**src/rtl/pdma_pkg.sv**
```systemverilog
package pdma_pkg;

  localparam int REG_W = 32;

  localparam logic [2:0] RI_ADDR  = 3'd0;
  localparam logic [2:0] RI_CNT   = 3'd1;
  localparam logic [2:0] RI_RADDR = 3'd2;
  localparam logic [2:0] RI_RCNT  = 3'd3;
  localparam logic [2:0] RI_CFG   = 3'd4;
  localparam logic [2:0] RI_STAT  = 3'd5;
  localparam logic [2:0] RI_MASK  = 3'd6;

  localparam int CFG_SIZE_LSB = 8;

  typedef enum logic [1:0] {
    SZ_BYTE = 2'd0,
    SZ_HALF = 2'd1,
    SZ_WORD = 2'd2,
    SZ_RSVD = 2'd3
  } xfer_size_e;

  typedef struct packed {
    logic all_done;
    logic tc_done;
  } flags_t;

  function automatic logic [2:0] size_step(input logic [1:0] sz);
    case (sz)
      SZ_BYTE: size_step = 3'd1;
      SZ_HALF: size_step = 3'd2;
      default: size_step = 3'd4;
    endcase
  endfunction

endpackage

```
**src/rtl/pdma_regs.sv**
```systemverilog
module pdma_regs
  import pdma_pkg::*;
#(
  parameter int AW     = 32,
  parameter int CW     = 16,
  parameter int PSEL_W = 2
) (
  input  logic              clk,
  input  logic              rst_n,
  input  logic              reg_we,
  input  logic [2:0]        reg_addr,
  input  logic [REG_W-1:0]  reg_wdata,
  output logic [REG_W-1:0]  reg_rdata,
  input  logic [AW-1:0]     act_addr,
  input  logic [CW-1:0]     act_cnt,
  input  logic [AW-1:0]     rld_addr,
  input  logic [CW-1:0]     rld_cnt,
  input  logic              tc_evt,
  input  logic              all_evt,
  output logic              wr_addr,
  output logic              wr_cnt,
  output logic              wr_raddr,
  output logic              wr_rcnt,
  output logic [PSEL_W-1:0] cfg_sel,
  output logic [1:0]        cfg_size,
  output logic              irq
);

  flags_t flags_q;
  flags_t mask_q;
  flags_t clr;
  logic   unused_wbits;

  assign wr_addr  = reg_we && (reg_addr == RI_ADDR);
  assign wr_cnt   = reg_we && (reg_addr == RI_CNT);
  assign wr_raddr = reg_we && (reg_addr == RI_RADDR);
  assign wr_rcnt  = reg_we && (reg_addr == RI_RCNT);
  assign clr      = (reg_we && (reg_addr == RI_STAT)) ? flags_t'(reg_wdata[1:0]) : '0;

  always_ff @(posedge clk) begin
    if (!rst_n) begin
      cfg_sel  <= '0;
      cfg_size <= '0;
      mask_q   <= '0;
      flags_q  <= '0;
    end else begin
      if (reg_we && (reg_addr == RI_CFG)) begin
        cfg_sel  <= reg_wdata[PSEL_W-1:0];
        cfg_size <= reg_wdata[CFG_SIZE_LSB +: 2];
      end
      if (reg_we && (reg_addr == RI_MASK)) mask_q <= flags_t'(reg_wdata[1:0]);
      flags_q.tc_done  <= tc_evt  | (flags_q.tc_done  & ~clr.tc_done);
      flags_q.all_done <= all_evt | (flags_q.all_done & ~clr.all_done);
    end
  end

  assign irq = |(flags_q & mask_q);

  always_comb begin
    reg_rdata = '0;
    case (reg_addr)
      RI_ADDR:  reg_rdata = REG_W'(act_addr);
      RI_CNT:   reg_rdata = REG_W'(act_cnt);
      RI_RADDR: reg_rdata = REG_W'(rld_addr);
      RI_RCNT:  reg_rdata = REG_W'(rld_cnt);
      RI_CFG: begin
        reg_rdata[CFG_SIZE_LSB +: 2] = cfg_size;
        reg_rdata[PSEL_W-1:0]        = cfg_sel;
      end
      RI_STAT:  reg_rdata[1:0] = flags_q;
      RI_MASK:  reg_rdata[1:0] = mask_q;
      default:  reg_rdata = '0;
    endcase
  end

  assign unused_wbits = ^reg_wdata;

endmodule

```
**src/rtl/pdma_ctr.sv**
```systemverilog
module pdma_ctr #(
  parameter int AW = 32,
  parameter int CW = 16
) (
  input  logic          clk,
  input  logic          rst_n,
  input  logic [31:0]   wdata,
  input  logic          wr_addr,
  input  logic          wr_cnt,
  input  logic          wr_raddr,
  input  logic          wr_rcnt,
  input  logic          hs,
  input  logic [2:0]    step,
  output logic [AW-1:0] act_addr,
  output logic [CW-1:0] act_cnt,
  output logic [AW-1:0] rld_addr,
  output logic [CW-1:0] rld_cnt,
  output logic          running,
  output logic          tc_evt,
  output logic          all_evt
);

  logic          last_item;
  logic          rld_ready;
  logic [AW-1:0] next_addr;
  logic          unused_hi;

  assign running   = (act_cnt != '0);
  assign last_item = hs && (act_cnt == CW'(1));
  assign rld_ready = (rld_cnt != '0);
  assign tc_evt    = last_item;
  assign all_evt   = last_item && !rld_ready;
  assign next_addr = act_addr + AW'(step);

  always_ff @(posedge clk) begin
    if (!rst_n) begin
      act_addr <= '0;
      act_cnt  <= '0;
    end else if (hs) begin
      if (last_item && rld_ready) begin
        act_addr <= rld_addr;
        act_cnt  <= rld_cnt;
      end else begin
        act_addr <= next_addr;
        act_cnt  <= act_cnt - CW'(1);
      end
    end else if (!running) begin
      if (wr_addr) act_addr <= wdata[AW-1:0];
      if (wr_cnt)  act_cnt  <= wdata[CW-1:0];
    end
  end

  always_ff @(posedge clk) begin
    if (!rst_n) begin
      rld_addr <= '0;
      rld_cnt  <= '0;
    end else begin
      if (wr_raddr) rld_addr <= wdata[AW-1:0];
      if (wr_rcnt)            rld_cnt <= wdata[CW-1:0];
      else if (last_item)     rld_cnt <= '0;
    end
  end

  assign unused_hi = ^wdata;

endmodule

```
**src/rtl/pdma_xfer.sv**
```systemverilog
module pdma_xfer #(
  parameter int NPER   = 4,
  parameter int DW     = 32,
  parameter int AW     = 32,
  parameter int PSEL_W = 2
) (
  input  logic              clk,
  input  logic              rst_n,
  input  logic              running,
  input  logic [PSEL_W-1:0] cfg_sel,
  input  logic [1:0]        cfg_size,
  input  logic [AW-1:0]     act_addr,
  input  logic [NPER-1:0]   per_req,
  input  logic [NPER*DW-1:0] per_data,
  input  logic              mem_ready,
  output logic              mem_valid,
  output logic [AW-1:0]     mem_addr,
  output logic [DW-1:0]     mem_wdata,
  output logic [1:0]        mem_size,
  output logic [NPER-1:0]   per_ack,
  output logic              hs
);

  logic              pend_q;
  logic [PSEL_W-1:0] sel_q;
  logic [1:0]        size_q;
  logic [DW-1:0]     data_q;
  logic              start;

  assign start = !pend_q && running && per_req[cfg_sel];
  assign hs    = pend_q && mem_ready;

  always_ff @(posedge clk) begin
    if (!rst_n) begin
      pend_q <= 1'b0;
      sel_q  <= '0;
      size_q <= '0;
      data_q <= '0;
    end else if (start) begin
      pend_q <= 1'b1;
      sel_q  <= cfg_sel;
      size_q <= cfg_size;
      data_q <= per_data[cfg_sel*DW +: DW];
    end else if (hs) begin
      pend_q <= 1'b0;
    end
  end

  assign mem_valid = pend_q;
  assign mem_addr  = act_addr;
  assign mem_wdata = data_q;
  assign mem_size  = size_q;

  for (genvar g = 0; g < NPER; g++) begin : g_ack
    assign per_ack[g] = hs && (sel_q == PSEL_W'(g));
  end

endmodule

```
**src/rtl/pdma_chan.sv**
```systemverilog
module pdma_chan
  import pdma_pkg::*;
#(
  parameter int NPER = 4,
  parameter int AW   = 32,
  parameter int CW   = 16,
  parameter int DW   = 32
) (
  input  logic               clk,
  input  logic               rst_n,
  input  logic               reg_we,
  input  logic [2:0]         reg_addr,
  input  logic [31:0]        reg_wdata,
  output logic [31:0]        reg_rdata,
  input  logic [NPER-1:0]    per_req,
  input  logic [NPER*DW-1:0] per_data,
  output logic [NPER-1:0]    per_ack,
  output logic               mem_valid,
  input  logic               mem_ready,
  output logic [AW-1:0]      mem_addr,
  output logic [DW-1:0]      mem_wdata,
  output logic [1:0]         mem_size,
  output logic               irq
);

  localparam int PSEL_W = (NPER > 1) ? $clog2(NPER) : 1;

  logic              wr_addr, wr_cnt, wr_raddr, wr_rcnt;
  logic [PSEL_W-1:0] cfg_sel;
  logic [1:0]        cfg_size;
  logic [AW-1:0]     act_addr, rld_addr;
  logic [CW-1:0]     act_cnt, rld_cnt;
  logic              running, tc_evt, all_evt, hs;
  logic [2:0]        step;

  assign step = size_step(mem_size);

  pdma_regs #(.AW(AW), .CW(CW), .PSEL_W(PSEL_W)) u_regs (
    .clk(clk), .rst_n(rst_n),
    .reg_we(reg_we), .reg_addr(reg_addr), .reg_wdata(reg_wdata), .reg_rdata(reg_rdata),
    .act_addr(act_addr), .act_cnt(act_cnt), .rld_addr(rld_addr), .rld_cnt(rld_cnt),
    .tc_evt(tc_evt), .all_evt(all_evt),
    .wr_addr(wr_addr), .wr_cnt(wr_cnt), .wr_raddr(wr_raddr), .wr_rcnt(wr_rcnt),
    .cfg_sel(cfg_sel), .cfg_size(cfg_size), .irq(irq)
  );

  pdma_ctr #(.AW(AW), .CW(CW)) u_ctr (
    .clk(clk), .rst_n(rst_n), .wdata(reg_wdata),
    .wr_addr(wr_addr), .wr_cnt(wr_cnt), .wr_raddr(wr_raddr), .wr_rcnt(wr_rcnt),
    .hs(hs), .step(step),
    .act_addr(act_addr), .act_cnt(act_cnt), .rld_addr(rld_addr), .rld_cnt(rld_cnt),
    .running(running), .tc_evt(tc_evt), .all_evt(all_evt)
  );

  pdma_xfer #(.NPER(NPER), .DW(DW), .AW(AW), .PSEL_W(PSEL_W)) u_xfer (
    .clk(clk), .rst_n(rst_n), .running(running),
    .cfg_sel(cfg_sel), .cfg_size(cfg_size), .act_addr(act_addr),
    .per_req(per_req), .per_data(per_data), .mem_ready(mem_ready),
    .mem_valid(mem_valid), .mem_addr(mem_addr), .mem_wdata(mem_wdata),
    .mem_size(mem_size), .per_ack(per_ack), .hs(hs)
  );

endmodule

```
**config.mk**
```make
export PLATFORM = sky130hd
export DESIGN_NAME = pdma_chan
export DESIGN_NICKNAME = d
export VERILOG_FILES = /design/src/rtl/pdma_pkg.sv /design/src/rtl/pdma_regs.sv /design/src/rtl/pdma_ctr.sv /design/src/rtl/pdma_xfer.sv /design/src/rtl/pdma_chan.sv
export SDC_FILE = /design/constraint.sdc
export NUM_CORES = 1
export LEC_CHECK = 0
export ABC_AREA = 0
export BUFFER_PORTS_ARGS = -buffer_cell sky130_fd_sc_hd__buf_2
export CAP_MARGIN = 25
export CORE_MARGIN = 1.5
export CORE_UTILIZATION = 40
export DETAILED_ROUTE_END_ITERATION = 8
export PLACE_DENSITY = 0.64
export SETUP_SLACK_MARGIN = 0.02
export SYNTH_ARGS = -nofsm -noshare
export SYNTH_HDL_FRONTEND = slang
export SYNTH_SLANG_ARGS = --single-unit
```
**constraint.sdc**
```tcl
create_clock -name clk -period 2.7 [get_ports clk]
set_clock_uncertainty 0.15 [all_clocks]
set_input_delay 0.27 -clock clk [delete_from_list [all_inputs] [get_ports clk]]
set_output_delay 0.27 -clock clk [all_outputs]
set_load 0.05 [all_outputs]
```
==> out/metrics.cfg, run 1 <==
[clock_tree]
cts_buffer_depth=2
cts_max_level=4
root_buffer=clkbuf_16
path_clk_slew_ns=0.06
cts_tree=yes
clk_latency_ns=0.43
cts_sinks=141
numCtsBuffers=17
post_cts_buffers=0

[cells_and_area]
fin_util_pct=55.3
num-fill-cells=1911
antennaDiodeCount=0
areaGrowthSynthToFinish_pct=34.2
final_common_cell=buf_2
drive_gt1_share_pct=32.6
mostFrequentLayoutCells=274 x buf_2, 206 x nand2_1, 138 x dfxtp_1, 107 x a21oi_1, 60 x buf_4
fin_area_um2=11300
layout.nets=1486
layout.cells.non_filler=1591

[placed_design]
dp_hpwl_um=23500
port_buffers=274
dp.cells=1529
dpl-instance-area_um2=10400
pre_cts_ws_ns=0.207
place_congestion=0.937

[setup_path]
worstPathRequired_ns=2.85
crit_chain=nor4_1 -> nand4_1 -> nand3_2 -> buf_12 -> mux2i_1 -> a211oi_1
cp-start-kind=flip-flop
critPathCaptureType=flip-flop
cp_max_fo=29
cp_data_arrival_time_ns=2.67
slowest_stage=nor4_1
path_class=reg -> reg
cpPeakStageDelay_ns=0.57

[timing]
finalSetupTns_ns=0
min_period_over_period_pct=93.2
post-route-min-period_ns=2.52
grt_setup_unrepaired=false
fmaxAchievable_ghz=0.398
drv_slew=0
max_slew_margin_pct=36.9
finalSetupViolCount=0
finalHoldViolations=0
setup_slack_ns=0.185
worstMarginPinSlew_ns=0.939

[pwr]
p_leak_nw=4.67
vdd_drop_max_mv=0.523
pwr_density_cell_nw_per_um2=784

[global_routing]
gr-total-overflow=0
antenna_found_initial=2
grt_use_total_pct=29.8
grt_max_degree=81
grt_pass1_wl_um=50400
grt_pass1_vias=9005

[floorplan]
num_io_pins=275
die_area_um2=22000
rows=52
die_w_um=148
die_height_um=148
initial_core_util_pct=41.2
core-area_um2=20500

[route]
firstDrtPassIters=5
drc=0
wire_per_inst_um=20.7
drt_wl_total_um=32900
via_count=9399
ant_nets=0
viasPerCell=5.91
drt_iter0_drc=748

[yosys]
yosysSeqAreaShare_pct=33.5
synthArstFlopShare_pct=0
synth_nets=1185
synth_edf_count=0
ys_ff_latch=141
synth_area_per_cell_um2=8.38
synth_ff_type=dfxtp_1
ys_warn_count=0
syn-cell-area_um2=8440
postSynthCellCount=1007
post_synth_num_cell_types=63

[hold_path]
hold_path_class=in -> reg

[job]
max_cap_viol_count=0

[status]
outcome=complete, no violations

## sequential cells by signal, indices dropped and copies added (netlist names)
name              flops
u_xfer.mem_wdata     32
u_ctr.act_cnt        16
u_xfer.mem_size       2
u_regs.mask_q         2
u_ctr.act_addr       32
u_regs.flags_q        2
u_ctr.rld_addr       32
u_xfer.sel_q          2
u_ctr.rld_cnt        16
u_xfer.mem_valid      1
u_regs.cfg_sel        2
u_regs.cfg_size       2
## final cells by class
type,count,area [µm²],area share [%]
inverters,11,43.8,0.387
well taps,270,338,2.98
clock buffers,26,499,4.41
flip-flops and latches,141,2830,25.0
repair buffers,370,2240,19.8
multi-input cells,767,5250,46.3
clock inverters,6,130,1.15
## critical path, delay by kind of cell, from the launching register on
kind / cells / cell delay, ns
AND/OR/NAND/NOR: 3 / 1.20
AO/OA/AOI/OAI: 1 / 0.37
flip-flops: 1 / 0.34
buffers and inverters: 1 / 0.22
multiplexers: 1 / 0.10
## routing by layer
metal	vias to the layer above	GRT usage, %	share of wire, %
met5	-	0	0.061
met4	4	9.90	2.4
met3	57	7.36	9.6
met2	490	48.7	47
met1	4487	38.5	41
li1	4361	-	-
## per-stage QoR
step	hold WS, ns	power (mW)
floorplan	0.256	5.09
global placement	0.289	6.25
detailed placement	0.295	6.28
CTS	0.0123	8.87
global route	0.0146	9.28
finish	0.0286	8.88
## cell families (layout without fill, tap and decap cells)
group	after synthesis	count (layout)	synth area share, %
adders and majority gates	7	7	1.13
DFF	141	141	33.5
and+or+nand+nor	391	391	22.6
muxes	62	62	12.3
buffers and inverters	99	413	4.82
xor gates and xnor gates	32	32	3.32
AOI/OAI and AO/OA	275	275	22.4
## synth_stat cells, drive strengths merged, types with 5 or more instances
master / number / share of area [%]
a211oi: 52 / 4.6
a21oi: 107 / 6.3
a221o: 13 / 1.5
a22o: 29 / 3.0
a311oi: 14 / 1.5
a31oi: 8 / 0.59
and2: 5 / 0.37
and3: 20 / 1.5
and4: 7 / 0.73
buf: 26 / 1.6
clkbuf: 62 / 2.8
dfxtp: 141 / 33
ha: 6 / 0.89
inv: 10 / 0.44
mux2i: 28 / 3.3
mux4: 33 / 8.8
nand2: 206 / 9.2
nand3: 35 / 2.1
nand4: 16 / 1.4
nor2: 34 / 1.5
nor3: 17 / 1.3
nor4: 25 / 2.4
o21ai: 14 / 0.83
o31a: 6 / 0.62
o31ai: 5 / 0.44
or3: 6 / 0.44
xnor2: 24 / 2.5
xor2: 8 / 0.83
## power breakdown
part	internal, mW	switching, mW
clock	1.64	0.910
combinational	1.26	2.42
sequential	2.36	0.296
total	5.26	3.62
## final timing paths
path	slack, ns	end	cells past startpoint	start
max	0.18	u_ctr.act_cnt[6]$_SDFFE_PN0P_	6	u_ctr.rld_cnt[8]$_SDFFE_PN0P_
min	0.03	u_ctr.rld_addr[0]$_SDFFE_PN0P_	3	reg_wdata[0]
max reg2reg	0.18	u_ctr.act_cnt[6]$_SDFFE_PN0P_	6	u_ctr.rld_cnt[8]$_SDFFE_PN0P_
min reg2reg	0.30	u_xfer.mem_wdata[25]$_SDFFE_PN0P_	2	u_xfer.mem_wdata[25]$_SDFFE_PN0P_
## repair_timing
action / in CTS / in global routing
hold buffers: 30 / 0
endpoints found under the setup margin: 0 / 7
hold endpoints to repair: 43 / 0
gates resized for setup: 0 / 1
No activity file was read; power rests on OpenSTA's default activity.
==> inputs of run 2 (changes only) <==
--- a/config.mk
+++ b/config.mk
@@ -8,11 +8,11 @@
 export ABC_AREA = 0
 export BUFFER_PORTS_ARGS = -buffer_cell sky130_fd_sc_hd__buf_2
 export CAP_MARGIN = 25
-export CORE_MARGIN = 1.5
-export CORE_UTILIZATION = 40
+export CORE_UTILIZATION = 50
 export DETAILED_ROUTE_END_ITERATION = 8
-export PLACE_DENSITY = 0.64
+export PLACE_DENSITY = 0.78
 export SETUP_SLACK_MARGIN = 0.02
+export SLEW_MARGIN = 20
 export SYNTH_ARGS = -nofsm -noshare
 export SYNTH_HDL_FRONTEND = slang
 export SYNTH_SLANG_ARGS = --single-unit
==> run 2 against run 1 <==
Against the previous run:
- first-iteration DRC count grew 17%
- count of clock-buffer cells in the layout fell by 6
- worst hold slack worse by 0.019 ns
- non-clock buffer count shrank 10
- total power down 0.20%
- final cell count fell by 3.3%
- critical path type unchanged
==> out/metrics.cfg, run 2 (same netlist as run 1, synthesis figures left out) <==
[status]
outcome=complete, no violations

[floorplan]
die_w_um=132  ; -11%
core-area_um2=16500  ; -19%
num_io_pins=275  ; unchanged
die_area_um2=17400  ; -21%
die_height_um=132  ; -11%
rows=47  ; -9.6%
initial_core_util_pct=51.1  ; +9.9 points

[setup_path]
r2r_end=u_ctr.act_cnt[6]$_SDFFE_PN0P_
cp_max_fo=8  ; -72%
startpoint=u_ctr.act_cnt[10]$_SDFFE_PN0P_
r2r.worst_path.cells=7  ; +1
cpPeakStageDelay_ns=0.53  ; -0.04 ns
cp_data_arrival_time_ns=2.70  ; +0.03 ns
cp-start-kind=flip-flop
crit_cells=7  ; +1
crit_family=simple AND/OR/NAND/NOR gates
worstPathRequired_ns=2.83  ; -0.02 ns
crit_chain=nor4_2 -> nand4_4 -> buf_4 -> nor3_2 -> buf_4 -> a211oi_1 -> a211oi_1
path_class=reg -> reg
r2r-start=u_ctr.act_cnt[10]$_SDFFE_PN0P_
path_buf_inv=2  ; +1
rrSetupSlack_ns=0.13  ; -0.05 ns
critPathCaptureType=flip-flop
cp-endpoint=u_ctr.act_cnt[6]$_SDFFE_PN0P_
slowest_stage=nor4_2

[clock_tree]
cts_sinks=141  ; unchanged
root_buffer=clkbuf_16
cts_tree=yes
path_clk_slew_ns=0.06  ; about the same
cts_max_level=4  ; unchanged
clk_latency_ns=0.42  ; about the same
cts_buffer_depth=2  ; unchanged
numCtsBuffers=17  ; unchanged

[placed_design]
dp_hpwl_um=22400  ; -4.9%
dp.cells=1470  ; -3.9%
port_buffers=274  ; unchanged
place_congestion=1.00  ; +7.2%

[hold_path]
hold_path_class=in -> reg

[route]
wl_met1_um=11900  ; -11%
met3_length_um=3410  ; +8.1%
drt_iter0_drc=877  ; +17%
wire_per_inst_um=20.7  ; +0.26%
top_layer_used=met4
via_count=9666  ; +2.8%
firstDrtPassIters=6  ; +1
wl_met2_um=15000  ; -3.4%
drc=0  ; unchanged
ant_nets=0  ; unchanged
viasPerCell=6.28  ; +6.4%
drt_wl_total_um=31900  ; -3.1%

[cells_and_area]
areaGrowthSynthToFinish_pct=33.0
mostFrequentLayoutCells=274 x buf_2, 206 x nand2_1, 139 x dfxtp_1, 107 x a21oi_1, 52 x a211oi_1
num-fill-cells=1353  ; -29%
drive_gt1_share_pct=32.4  ; -0.13 points
layout.nets=1476  ; -0.67%
layout.cells.non_filler=1538  ; -3.3%
fin_util_pct=67.9  ; +13 points
final_common_cell=buf_2

[timing]
drv_slew=0  ; unchanged
worstMarginPinSlew_ns=0.874  ; -0.0648 ns
grt_setup_unrepaired=false
min_period_over_period_pct=95.2  ; +2.0 points
finalSetupViolCount=0  ; unchanged
max_slew_margin_pct=41.3  ; +4.4 points
post-route-min-period_ns=2.57  ; +0.0549 ns
fmaxAchievable_ghz=0.389  ; -2.1%
finalSetupTns_ns=0  ; unchanged
finalHoldViolations=0  ; unchanged

[job]
max_cap_viol_count=0  ; unchanged

[pwr]
p_leak_nw=4.63  ; -0.77%
pwr_density_cell_nw_per_um2=790  ; +0.74%
finalPower_mw=8.87  ; -0.20%
vdd_drop_max_mv=0.558  ; +6.7%

[global_routing]
grt_pass1_vias=9167  ; +1.8%
grt_use_total_pct=36.1  ; +6.3 points
gr-total-overflow=0  ; unchanged
antenna_found_initial=7  ; +5
grt_pass1_wl_um=49200  ; -2.4%
grt_max_degree=47  ; -42%

[run 2: worst min path at each step]
stage                     cells after the start                              start                                 to  slack, ns
after floorplan                               2                      reg_wdata[16]    u_ctr.rld_addr[16]$_SDFFE_PN0P_       0.26
after global placement                        2  u_xfer.mem_wdata[26]$_SDFFE_PN0P_  u_xfer.mem_wdata[26]$_SDFFE_PN0P_       0.29
after detailed placement                      2  u_xfer.mem_wdata[26]$_SDFFE_PN0P_  u_xfer.mem_wdata[26]$_SDFFE_PN0P_       0.29
after CTS                                     3                      reg_wdata[10]    u_ctr.rld_addr[10]$_SDFFE_PN0P_      0.002
after global routing                          3                      reg_wdata[10]    u_ctr.rld_addr[10]$_SDFFE_PN0P_       0.01
final                                         3                      reg_wdata[10]    u_ctr.rld_addr[10]$_SDFFE_PN0P_       0.01
[run 2: metrics by stage]
| stage | hold WS, ns | setup slack (ns) | instance area, µm² |
|---|---|---|---|
| finish | 0.00975 | 0.130 | 11200 |
| CTS | 0.00175 | 0.171 | 11200 |
| detailed placement | 0.293 | 0.225 | 10300 |
| floorplan | 0.256 | 0.0257 | 8450 |
| global route | 0.0107 | 0.0165 | 11200 |
| global placement | 0.289 | 0.315 | 10300 |
[run 2: repair_timing]
action,CTS,global route
endpoints found under the hold margin,40,0
setup endpoints to repair,0,1
resized for setup,0,1
hold buffers,29,0
buffers inserted,0,0
[run 2: layout make-up]
cell class	count	area, µm²	share of cell area, %
antenna	7	17.5	0.156
clock buffer	20	457	4.07
clock inverter	12	191	1.71
inverter	11	42.5	0.379
multi-input combinational	767	5250	46.8
sequential	141	2830	25.2
tap	220	275	2.45
timing repair buffer	360	2160	19.3
[run 2: per-layer routing]
metal	vias to the layer above	global-route usage (%)
met5	-	0
met4	0	20.7
met3	129	9.07
met2	661	57.4
met1	4535	44.4
li1	4341	-
[run 2: power by group]
| part | switching [mW] | total, mW | internal, mW |
|---|---|---|---|
| sequential | 0.318 | 2.68 | 2.36 |
| combinational | 2.38 | 3.59 | 1.21 |
| clock | 0.916 | 2.60 | 1.68 |
[run 2: worst min-delay path: cells and delay by family]
kind                   cells  cell delay [ns]
AO/OA/AOI/OAI              1             0.05
buffers and inverters      1             0.15
AND/OR/NAND/NOR            1             0.06
==> inputs of run 3 (changes only) <==
--- a/config.mk
+++ b/config.mk
@@ -8,6 +8,7 @@
 export ABC_AREA = 0
 export BUFFER_PORTS_ARGS = -buffer_cell sky130_fd_sc_hd__buf_2
 export CAP_MARGIN = 25
+export CORE_ASPECT_RATIO = 1.5
 export CORE_UTILIZATION = 50
 export DETAILED_ROUTE_END_ITERATION = 8
 export PLACE_DENSITY = 0.78
==> run 3 against run 2 <==
Against the previous run:
- non-clock buffer count up 1
- largest cell class unchanged
- worst hold slack better by 0.019 ns
- combinational power about the same
- via count up 0.63%
- routed wire length up 0.70%
- largest power group unchanged
- maximum frequency up 2.6%
- first-iteration DRC count up 3.8%
- flip-flop and latch count unchanged
==> out/metrics.cfg, run 3 (same netlist as run 1, synthesis figures left out) <==
[timing]
finalSetupViolCount=0  ; unchanged
post-route-min-period_ns=2.50  ; -0.0657 ns
finalSetupTns_ns=0  ; unchanged
min_period_over_period_pct=92.8  ; -2.4 points
grt_setup_unrepaired=false
worstMarginPinSlew_ns=0.607  ; -0.266 ns
finalHoldWorstSlack_ns=0.0286  ; +0.0189 ns
drv_slew=0  ; unchanged
finalHoldViolations=0  ; unchanged
max_slew_margin_pct=59.4  ; +18 points
fmaxAchievable_ghz=0.399  ; +2.6%

[hold_path]
holdPathStages=3  ; unchanged
hold_path_class=in -> reg
hp-start=reg_wdata[3]
worstHoldEndpoint=u_ctr.rld_addr[3]$_SDFFE_PN0P_

[setup_path]
rrSetupSlack_ns=0.20  ; +0.07 ns
cpMostUsedCell=buf_4
worstPathRequired_ns=2.84  ; about the same
cp_max_fo=37  ; +29
slowest_stage=dfxtp_1
critPathCaptureType=flip-flop
r2r_end=u_xfer.mem_wdata[12]$_SDFFE_PN0P_
path_class=reg -> reg
cp-start-kind=flip-flop
cp_data_arrival_time_ns=2.65  ; -0.05 ns
r2r-start=u_ctr.act_cnt[1]$_SDFFE_PN0P_
crit_chain=inv_1 -> ha_1 -> nor3b_1 -> and4_1 -> buf_4 -> or3_1 -> buf_4 -> nand2_1 -> a21oi_1
r2r.worst_path.cells=9  ; +2
cpPeakStageDelay_ns=0.43  ; -0.10 ns

[pwr]
p_leak_nw=4.68  ; +0.94%
power.share.clock_pct=31.0  ; +1.7 points
sw_frac_of_total_pct=39.8  ; -1.0 points
vdd_drop_max_mv=0.407  ; -27%
seqPwrFrac_pct=29.3  ; -0.9 points
intPower_mw=5.45  ; +3.9%
pwr_density_cell_nw_per_um2=803  ; +1.6%
finalPower_mw=9.05  ; +2.1%
p_sw_mw=3.60  ; -0.50%
comb_power_share_pct=39.6  ; -0.9 points

[global_routing]
use_met1_pct=40.8  ; -3.6 points
gr-total-overflow=0  ; unchanged
antenna_found_initial=1  ; -6
grt_use_total_pct=37.3  ; +1.2 points
grt_pass1_vias=9326  ; +1.7%
grt_max_degree=81  ; +72%
use_met2_pct=64.7  ; +7.3 points
grt_pass1_wl_um=49400  ; +0.43%
top_usage_layer=met2
grt_use_met3_pct=7.02  ; -2.1 points

[clock_tree]
cts_sinks=141  ; unchanged
numCtsBuffers=17  ; unchanged
cts_tree=yes
root_buffer=clkbuf_16
path_clk_slew_ns=0.06  ; about the same
cts_max_level=4  ; unchanged
post_cts_buffers=0  ; unchanged
clk_latency_ns=0.42  ; about the same
cts_buffer_depth=2  ; unchanged

[floorplan]
die_area_um2=17400  ; about the same
num_io_pins=275  ; unchanged
initial_core_util_pct=51.7  ; +0.60 points
die_height_um=161  ; +22%
core-area_um2=16300  ; -1.2%
die_w_um=108  ; -18%
rows=57  ; +21%

[cells_and_area]
num-fill-cells=1337  ; -1.2%
mostFrequentLayoutCells=274 x buf_2, 206 x nand2_1, 139 x dfxtp_1, 107 x a21oi_1, 53 x buf_4
final_common_cell=buf_2
areaGrowthSynthToFinish_pct=33.7
drive_gt1_share_pct=32.6  ; +0.23 points
layout.nets=1477  ; +0.068%

[route]
via_count=9727  ; +0.63%
drc=0  ; unchanged
viasPerCell=6.39  ; +1.6%
ant_nets=0  ; unchanged
drt_iter0_drc=910  ; +3.8%
wire_per_inst_um=21.1  ; +1.7%
drt_wl_total_um=32100  ; +0.70%
firstDrtPassIters=7  ; +1

[job]
max_cap_viol_count=0  ; unchanged

[placed_design]
port_buffers=274  ; unchanged
place_congestion=0.957  ; -4.7%
dp_hpwl_um=23300  ; +4.2%

[status]
outcome=complete, no violations

-- run 3: critical path: cells and delay by family (launching register included) --
kind | cells | cell delay, ns
DFF | 1 | 0.43
and+or+nand+nor | 4 | 0.91
AOI/OAI and AO/OA | 1 | 0.08
buffers and inverters | 3 | 0.58
adders and majority gates | 1 | 0.22
-- run 3: cell type report --
type / instances / area, µm² / share of cell area [%]
Antenna cell: 6 / 15.0 / 0.133
Clock buffer: 20 / 467 / 4.14
Clock inverter: 11 / 236 / 2.10
Inverter: 11 / 42.5 / 0.377
Multi-Input combinational cell: 767 / 5270 / 46.7
Sequential cell: 141 / 2830 / 25.0
Tap cell: 206 / 258 / 2.29
Timing Repair Buffer: 361 / 2170 / 19.2
-- run 3: what timing repair did --
action | 4_1_cts | 5_1_grt
resized for setup | 1 | 2
hold buffers | 28 | 0
hold endpoints to repair | 36 | 0
setup endpoints to repair | 4 | 2
-- run 3: worst max path at each step --
stage | start | to | cells past startpoint
floorplan | u_xfer.mem_size[0]$_SDFFE_PN0P_ | u_ctr.act_addr[16]$_SDFFE_PN0P_ | 7
global placement | u_xfer.mem_size[1]$_SDFFE_PN0P_ | u_ctr.act_addr[16]$_SDFFE_PN0P_ | 8
detailed placement | u_xfer.mem_size[1]$_SDFFE_PN0P_ | u_ctr.act_addr[22]$_SDFFE_PN0P_ | 8
CTS | u_xfer.mem_size[0]$_SDFFE_PN0P_ | u_ctr.act_addr[22]$_SDFFE_PN0P_ | 7
global route | u_xfer.mem_size[1]$_SDFFE_PN0P_ | u_ctr.act_addr[10]$_SDFFE_PN0P_ | 8
finish | u_ctr.act_cnt[1]$_SDFFE_PN0P_ | u_xfer.mem_wdata[12]$_SDFFE_PN0P_ | 9
-- run 3: through the flow --
step	instances	worst slack (ns)	cell area, µm²	utilization (%)
2_1_floorplan	1007	0.0257	8450	-
3_5_place_dp	1458	-0.0382	10300	62.8
3_3_place_gp	1458	0.0795	10300	62.8
4_1_cts	1517	0.184	11300	68.9
6_report	1523	0.196	11300	69.1
5_1_grt	1518	0.0540	11300	69.0
-- run 3: power groups by stage --
stage / clock (mW) / combinational (mW) / sequential, mW
global placement: 0 / 3.44 / 2.68
finish: 2.81 / 3.59 / 2.65
global route: 2.92 / 3.83 / 2.69
CTS: 2.82 / 3.55 / 2.64
floorplan: 0 / 1.73 / 3.36
detailed placement: 0 / 3.51 / 2.68
-- run 3: layer usage --
layer,routed length [µm],up-vias
li1,-,4361
met1,11100,4605
met2,16000,607
met3,2760,154
met4,2240,0
met5,0,-
